<file path="src/rtl/ctl_seq_pkg.sv">
package ctl_seq_pkg;

  localparam int STEPS = 8;
  localparam int OPW   = 2;

  localparam int T1 = 0;
  localparam int T2 = 1;
  localparam int T3 = 2;
  localparam int T4 = 3;
  localparam int T5 = 4;
  localparam int T6 = 5;
  localparam int T7 = 6;
  localparam int T8 = 7;

  typedef enum logic [OPW-1:0] {
    OP_NONE   = 2'd0,
    OP_ADD    = 2'd1,
    OP_JMP    = 2'd2,
    OP_JMPNEG = 2'd3
  } op_e;

  typedef struct packed {
    logic pc_out;
    logic pc_in;
    logic mar_in;
    logic mdr_out;
    logic ir_in;
    logic y_in;
    logic y_clr;
    logic z_in;
    logic z_out;
    logic alu_add;
    logic carry_in;
    logic gpr_out;
    logic gpr_in;
    logic ofs_out;
  } gate_t;

  typedef struct packed {
    gate_t gate;
    logic  fin;
    logic  wait_mem;
    logic  rd_req;
  } ctl_t;

  // last step of the instruction
  function automatic logic fin_fn(logic [STEPS-1:0] s, op_e op, logic neg);
    logic r;
    r = 1'b0;
    case (op)
      OP_ADD:    r = s[T8];
      OP_JMP:    r = s[T7];
      OP_JMPNEG: r = (s[T7] & neg) | (s[T4] & ~neg);
      default:   r = s[T4];
    endcase
    return r;
  endfunction

  // steps that must wait for memory completion
  function automatic logic wait_fn(logic [STEPS-1:0] s, op_e op);
    return s[T2] | (s[T5] & (op == OP_ADD));
  endfunction

  // steps that start a memory read
  function automatic logic rd_fn(logic [STEPS-1:0] s, op_e op);
    return s[T1] | (s[T4] & (op == OP_ADD));
  endfunction

  function automatic logic taken_fn(op_e op, logic neg);
    return (op == OP_JMP) | ((op == OP_JMPNEG) & neg);
  endfunction

endpackage

</file>
<file path="src/rtl/ctl_step_counter.sv">
module ctl_step_counter
  import ctl_seq_pkg::*;
#(
  parameter int NSTEP = STEPS
) (
  input  logic             clk,
  input  logic             rst_n,
  input  logic             run_i,
  input  logic             restart_i,
  output logic [NSTEP-1:0] step_o
);

  localparam logic [NSTEP-1:0] FIRST = {{(NSTEP-1){1'b0}}, 1'b1};

  logic [NSTEP-1:0] step_q;
  logic [NSTEP-1:0] step_d;

  generate
    for (genvar k = 0; k < NSTEP; k++) begin : g_next
      if (k == 0) begin : g_first
        assign step_d[k] = restart_i | step_q[NSTEP-1];
      end else begin : g_rest
        assign step_d[k] = ~restart_i & step_q[k-1];
      end
    end
  endgenerate

  always_ff @(posedge clk or negedge rst_n) begin
    if (!rst_n)     step_q <= FIRST;
    else if (run_i) step_q <= step_d;
  end

  assign step_o = step_q;

  assert_onehot_step_R2: assert property (@(posedge clk) disable iff (!rst_n)
    $countones(step_q) == 1);

  assert_advance_R2: assert property (@(posedge clk) disable iff (!rst_n)
    (run_i && !restart_i) |=>
      (step_q == {$past(step_q[NSTEP-2:0]), $past(step_q[NSTEP-1])}));

  assert_frozen_R3: assert property (@(posedge clk) disable iff (!rst_n)
    !run_i |=> $stable(step_q));

endmodule

</file>
<file path="src/rtl/ctl_mfc_sync.sv">
module ctl_mfc_sync (
  input  logic clk,
  input  logic rst_n,
  input  logic async_i,
  output logic sync_o
);

  logic cap_q;

  // falling-edge capture: RUN has half a period to settle
  always_ff @(negedge clk or negedge rst_n) begin
    if (!rst_n) cap_q <= 1'b0;
    else        cap_q <= async_i;
  end

  assign sync_o = cap_q;

endmodule

</file>
<file path="src/rtl/ctl_read_hold.sv">
module ctl_read_hold (
  input  logic clk,
  input  logic rst_n,
  input  logic req_i,
  input  logic release_i,
  output logic read_o
);

  logic hold_q;

  always_ff @(posedge clk or negedge rst_n) begin
    if (!rst_n) hold_q <= 1'b0;
    else        hold_q <= (hold_q | req_i) & ~release_i;
  end

  assign read_o = req_i | hold_q;

  assert_hold_after_req_R8: assert property (@(posedge clk) disable iff (!rst_n)
    (req_i && !release_i) |=> read_o);

endmodule

</file>
<file path="src/rtl/ctl_step_decode.sv">
module ctl_step_decode
  import ctl_seq_pkg::*;
#(
  parameter int NSTEP = STEPS
) (
  input  logic [NSTEP-1:0] step_i,
  input  op_e              op_i,
  input  logic             neg_i,
  output ctl_t             ctl_o
);

  logic  taken;
  logic  is_add;
  gate_t g;

  assign taken  = taken_fn(op_i, neg_i);
  assign is_add = (op_i == OP_ADD);

  always_comb begin
    g = '0;
    // shared fetch: T1 PC to MAR and PC+1 into Z, T2 Z to PC, T3 load IR
    if (step_i[T1]) begin
      g.pc_out   = 1'b1;
      g.mar_in   = 1'b1;
      g.y_clr    = 1'b1;
      g.carry_in = 1'b1;
      g.alu_add  = 1'b1;
      g.z_in     = 1'b1;
    end
    if (step_i[T2]) begin
      g.z_out = 1'b1;
      g.pc_in = 1'b1;
    end
    if (step_i[T3]) begin
      g.mdr_out = 1'b1;
      g.ir_in   = 1'b1;
    end
    // add a memory operand to a register
    if (is_add) begin
      if (step_i[T4]) begin
        g.gpr_out = 1'b1;
        g.mar_in  = 1'b1;
      end
      if (step_i[T5]) begin
        g.gpr_out = 1'b1;
        g.y_in    = 1'b1;
      end
      if (step_i[T6]) begin
        g.mdr_out = 1'b1;
        g.alu_add = 1'b1;
        g.z_in    = 1'b1;
      end
      if (step_i[T7]) begin
        g.z_out  = 1'b1;
        g.gpr_in = 1'b1;
      end
    end
    // relative jump: PC + offset
    if (taken) begin
      if (step_i[T4]) begin
        g.pc_out = 1'b1;
        g.y_in   = 1'b1;
      end
      if (step_i[T5]) begin
        g.ofs_out = 1'b1;
        g.alu_add = 1'b1;
        g.z_in    = 1'b1;
      end
      if (step_i[T6]) begin
        g.z_out = 1'b1;
        g.pc_in = 1'b1;
      end
    end
  end

  always_comb begin
    ctl_o          = '0;
    ctl_o.gate     = g;
    ctl_o.fin      = fin_fn(step_i[STEPS-1:0], op_i, neg_i);
    ctl_o.wait_mem = wait_fn(step_i[STEPS-1:0], op_i);
    ctl_o.rd_req   = rd_fn(step_i[STEPS-1:0], op_i);
  end

endmodule

</file>
<file path="src/rtl/ctl_step_seq.sv">
module ctl_step_seq
  import ctl_seq_pkg::*;
(
  input  logic             clk,
  input  logic             rst_n,
  input  logic [OPW-1:0]   opcode_i,
  input  logic             flag_neg_i,
  input  logic             mfc_i,
  output logic [STEPS-1:0] step_o,
  output logic             end_o,
  output logic             wmfc_o,
  output logic             read_o,
  output logic             pc_out_o,
  output logic             pc_in_o,
  output logic             mar_in_o,
  output logic             mdr_out_o,
  output logic             ir_in_o,
  output logic             y_in_o,
  output logic             y_clr_o,
  output logic             z_in_o,
  output logic             z_out_o,
  output logic             alu_add_o,
  output logic             carry_in_o,
  output logic             gpr_out_o,
  output logic             gpr_in_o,
  output logic             ofs_out_o
);

  logic [STEPS-1:0] step;
  ctl_t             ctl;
  op_e              op;
  logic             mfc_s;
  logic             run;
  logic             wait_done;
  logic             rd;

  assign op = op_e'(opcode_i);

  ctl_mfc_sync u_sync (
    .clk    (clk),
    .rst_n  (rst_n),
    .async_i(mfc_i),
    .sync_o (mfc_s)
  );

  ctl_step_decode #(.NSTEP(STEPS)) u_dec (
    .step_i(step),
    .op_i  (op),
    .neg_i (flag_neg_i),
    .ctl_o (ctl)
  );

  // RUN drops while a wait step has no captured completion
  assign run       = ~ctl.wait_mem | mfc_s;
  assign wait_done = ctl.wait_mem & mfc_s;

  ctl_step_counter #(.NSTEP(STEPS)) u_cnt (
    .clk      (clk),
    .rst_n    (rst_n),
    .run_i    (run),
    .restart_i(ctl.fin),
    .step_o   (step)
  );

  ctl_read_hold u_rd (
    .clk      (clk),
    .rst_n    (rst_n),
    .req_i    (ctl.rd_req),
    .release_i(wait_done),
    .read_o   (rd)
  );

  assign step_o     = step;
  assign end_o      = ctl.fin;
  assign wmfc_o     = ctl.wait_mem;
  assign read_o     = rd;
  assign pc_out_o   = ctl.gate.pc_out;
  assign pc_in_o    = ctl.gate.pc_in;
  assign mar_in_o   = ctl.gate.mar_in;
  assign mdr_out_o  = ctl.gate.mdr_out;
  assign ir_in_o    = ctl.gate.ir_in;
  assign y_in_o     = ctl.gate.y_in;
  assign y_clr_o    = ctl.gate.y_clr;
  assign z_in_o     = ctl.gate.z_in;
  assign z_out_o    = ctl.gate.z_out;
  assign alu_add_o  = ctl.gate.alu_add;
  assign carry_in_o = ctl.gate.carry_in;
  assign gpr_out_o  = ctl.gate.gpr_out;
  assign gpr_in_o   = ctl.gate.gpr_in;
  assign ofs_out_o  = ctl.gate.ofs_out;

  assert_wait_hold_R3: assert property (@(posedge clk) disable iff (!rst_n)
    (wmfc_o && !mfc_s) |=> $stable(step_o));

  assert_wait_release_R7: assert property (@(posedge clk) disable iff (!rst_n)
    (wmfc_o && mfc_s) |=> (!wmfc_o && (step_o != $past(step_o))));

  assert_restart_R6: assert property (@(posedge clk) disable iff (!rst_n)
    end_o |=> step_o[T1]);

  assert_read_in_wait_R8: assert property (@(posedge clk) disable iff (!rst_n)
    wmfc_o |-> read_o);

  assert_read_drop_R8: assert property (@(posedge clk) disable iff (!rst_n)
    (wmfc_o && mfc_s) |=> !read_o);

  assert_no_end_wait_R5: assert property (@(posedge clk) disable iff (!rst_n)
    !(end_o && wmfc_o));

endmodule

</file>
<file path="config.mk">
export PLATFORM = sky130hd
export DESIGN_NAME = ctl_step_seq
export DESIGN_NICKNAME = d
export VERILOG_FILES = /design/src/rtl/ctl_seq_pkg.sv /design/src/rtl/ctl_step_counter.sv /design/src/rtl/ctl_mfc_sync.sv /design/src/rtl/ctl_read_hold.sv /design/src/rtl/ctl_step_decode.sv /design/src/rtl/ctl_step_seq.sv
export SDC_FILE = /design/constraint.sdc
export NUM_CORES = 1
export LEC_CHECK = 0
export BUFFER_PORTS_ARGS = -buffer_cell sky130_fd_sc_hd__buf_4
export CAP_MARGIN = 30
export CORE_MARGIN = 2
export CORE_UTILIZATION = 48
export CTS_BUF_LIST = sky130_fd_sc_hd__clkbuf_16
export DETAILED_ROUTE_END_ITERATION = 16
export HOLD_SLACK_MARGIN = 0.08
export PLACE_DENSITY = 0.82
export REMOVE_ABC_BUFFERS = 1
export SLEW_MARGIN = 20
export SYNTH_ARGS = -nofsm -noshare
export SYNTH_HDL_FRONTEND = slang
export SYNTH_SLANG_ARGS = --single-unit
</file>
<file path="constraint.sdc">
create_clock -name clk -period 2.5 [get_ports clk]
set_clock_uncertainty 0.15 [all_clocks]
set_input_delay 0.125 -clock clk [delete_from_list [all_inputs] [get_ports clk]]
set_output_delay 0.125 -clock clk [all_outputs]
set_load 0.005 [all_outputs]
</file>
### After elaboration in Yosys (flattened, before gate mapping)

Cells that the tools add are included.

* muxes and demuxes: 27
* equal/unequal tests: 3
* bitwise operators: 25

Operators with widths (number)
* 1-bit 2-to-1 mux: 19
* 1-bit AND: 14
* 2-bit 2-to-1 mux: 5
* 1-bit bitwise OR: 7
* 3-bit 2-to-1 mux: 2
* 2-bit equality test (second input constant): 2
* 1-bit NOT: 4
* 1-bit one-hot mux with 3 select lines: 1
* 2-bit by 1-bit equality test with 1-bit output (second input constant): 1

* register bits: 10

### Longest topological paths before layout

* depth in word-level cells: 6
* mapped depth: 6
* depth with buffers taken out: 3

### Hierarchy

From an unflattened synthesis, not the netlist that was laid out.

* cells, all modules: 62
* area, all modules: 623.1 sq um

Modules (own cells, without submodules)
* ctl_step_counter: times used 1, area an instance 352.8 sq um, cells an instance 33
* ctl_step_decode: times used 1, area an instance 191.4 sq um, cells an instance 23
* ctl_read_hold: times used 1, area an instance 41.3 sq um, cells an instance 3
* ctl_mfc_sync: times used 1, area an instance 25.0 sq um, cells an instance 1
* ctl_step_seq: times used 1, area an instance 12.5 sq um, cells an instance 2

==> results.cfg <==
[final_layout]
n_fill_cell = 97
antenna_cells = 0
layout_common_cells = buf_4 (32), dfrtp_1 (8), nand3_1 (7)
drive_above_1_share_pct = 51.6
stdcell_area_um2 = 975
layout_commonest_cell = buf_4
multi_input_area_um2 = 353
seq_area_um2 = 251
area_delta_synth_final_pct = 47.0
fin_nets = 102

[floorplanning]
start_util_pct = 51.0
coreArea_mm2 = 0.00130
std_cell_rows = 13
fp.dieW_um = 41.2
dieArea_mm2 = 0.00169
fp.dieH_um = 41.2
ios = 31

[status]
status = complete, no violations

[route]
wl_per_cell_um = 15.9
drtIter0Drc = 23
drtPass1Iterations = 4
ant_nets = 0
avgViaCountPerCell = 5.65
vias = 621
wl_mm = 1.75
drcViolationCount = 0

[cts]
cts_tree = yes
cts_root_buf = clkbuf_16
cts_made_buffers = 3
clk_latency_ps = 270
clock_sinks = 10
clock_tree.buffer_depth = 2
clk_pin_slew_ps = 40
ctsHtreeMaxLevel = 1

[synthesis]
ys_async_sr_fraction_pct = 100
syn_area_um2 = 663
synth_ff_type = dfrtp_1
synth_cells = 67
synth-edff-count = 0
yosysSeqAreaShare_pct = 37.9
avgSynthCellArea_um2 = 9.90
yosysWarnings = 0
synth_seq_cells = 10
post_synth_num_cell_types = 32

[setup_path]
path_max_fanout = 8
reg2reg_slack_ps = 10
timing.rr.start = u_sync.sync_o$_DFF_NN0_
crit_required_ps = 2510
critPathCapture = u_cnt.step_o[0]$_DFFE_PN1P_
end_kind = flip-flop
path_class = reg2reg
crit_arrival_ps = 2500
startpoint = u_sync.sync_o$_DFF_NN0_
r2r_end = u_cnt.step_o[0]$_DFFE_PN1P_
worstSetupStartpointType = flip-flop
reg2regPathDepth = 3

[sta]
worstMarginPinSlew_ps = 570
timing.final.hold_violations = 0
slew_headroom_pct = 61.9
slew_viol_final = 0
finalSetupViolations = 0
rsz0062_at_grt = yes
fin_tns_setup_ps = 0

[place]
gp_congestion = 0.860
post_dp_cell_area_um2 = 855
hpwl_mm = 1.18
port_buffers = 30

[worst_hold_path]
hold_class = in2async

[power]
combPwrFrac_pct = 49.0
p_sw_share_pct = 34.4
power.density_mw_per_mm2 = 1280
power.switching_uw = 430
p_clk_share_pct = 22.6
finalPower_mw = 1.25
leakage_nw = 0.487
vdd_ir_drop_max_uv = 757
cellInternalPower_uw = 821
p_seq_share_pct = 28.5

[global_route]
grt-ovfl-total = 0
grt_max_degree = 11
grt_use_total_pct = 25.3
grt_pass1_vias = 571
grt_pass1_wl_mm = 2.68
antenna_found_initial = 0

[job]
maxCapViolCount = 0
==> cell usage after synthesis (2+ instances only) <==
library cell	instances	area [um^2]
a211o_1	2	17.5
a21boi_0	2	15.0
a21o_1	2	15.0
a31o_2	3	26.3
buf_2	2	10.0
buf_4	4	30.0
buf_6	2	22.5
dfrtp_1	8	200
inv_1	6	22.5
nand3_1	7	35.0
o31ai_1	2	15.0
o32ai_1	5	43.8
or2_2	3	18.8
==> power groups by stage <==
stage	combinational [mW]	sequential, mW	clock, mW
finish	0.612	0.356	0.282
global route	0.669	0.366	0.295
CTS	0.604	0.353	0.284
detailed placement	0.590	0.345	0
global placement	0.581	0.344	0
floorplan	0.261	0.323	0
==> timing repair <==
action / in CTS / in global routing
resized for setup: 4 / 1
hold buffers: 1 / 0
buffers inserted: 0 / 0
endpoints found under the setup margin: 7 / 6
pin swaps: 1 / 0
endpoints found under the hold margin: 9 / 0
==> cell families after synthesis <==
logic type / after synthesis / synth area share [%]
AND/OR/NAND/NOR: 22 / 21.7
flip-flops: 10 / 37.9
multiplexers: 1 / 1.51
buffers and inverters: 15 / 13.6
AO/OA/AOI/OAI: 19 / 25.3
==> per-stage QoR <==
step,setup WS (ps),hold slack [ps],std cells,utilization [%]
3_5_place_dp,-106,-190,105,65.7
2_1_floorplan,-51.7,-321,58,-
5_1_grt,-28.1,139,110,74.9
4_1_cts,9.14,110,110,74.3
3_3_place_gp,-68.5,-191,105,65.7
6_report,9.72,120,110,74.9
==> final cells by class <==
| type | instances | share of cell area [%] |
|---|---|---|
| well taps | 15 | 1.93 |
| repair buffers | 33 | 25.7 |
| clock inverters | 1 | 0.385 |
| clock buffers | 3 | 7.70 |
| flip-flops and latches | 10 | 25.8 |
| inverters | 6 | 2.31 |
| multi-input cells | 42 | 36.2 |
==> worst max-delay path: stages (launching register included) <==
cell and delay [ps]:
dfrtn_1 350, nand4bb_4 260, and2_4 210, o32a_1 170
==> worst min path at each step <==
stage	to	slack [ps]	cells past startpoint
2_1_floorplan	u_cnt.step_o[1]$_DFFE_PN0P_	-320	0
3_3_place_gp	u_cnt.step_o[1]$_DFFE_PN0P_	-190	1
3_5_place_dp	u_cnt.step_o[1]$_DFFE_PN0P_	-190	1
4_1_cts	u_cnt.step_o[1]$_DFFE_PN0P_	110	2
5_1_grt	u_cnt.step_o[1]$_DFFE_PN0P_	140	2
6_report	u_cnt.step_o[1]$_DFFE_PN0P_	120	2
==> registers in the layout, summed over array words and instances, names as in the netlist <==
register and count:
u_cnt.step_o 8, u_rd.hold_q 1, u_sync.sync_o 1
==> per-layer routing <==
metal  share of wire (%)  global-route usage, %  routed length, um  up-vias
met5                   0                      0                  0        -
met4                 1.0                   8.06                 18        0
met3                 5.5                   7.07                 97        2
met2                  50                   40.2                874       23
met1                  44                   33.1                763      302
li1                    -                      -                  -      294
(Power assumes the default switching activity.)
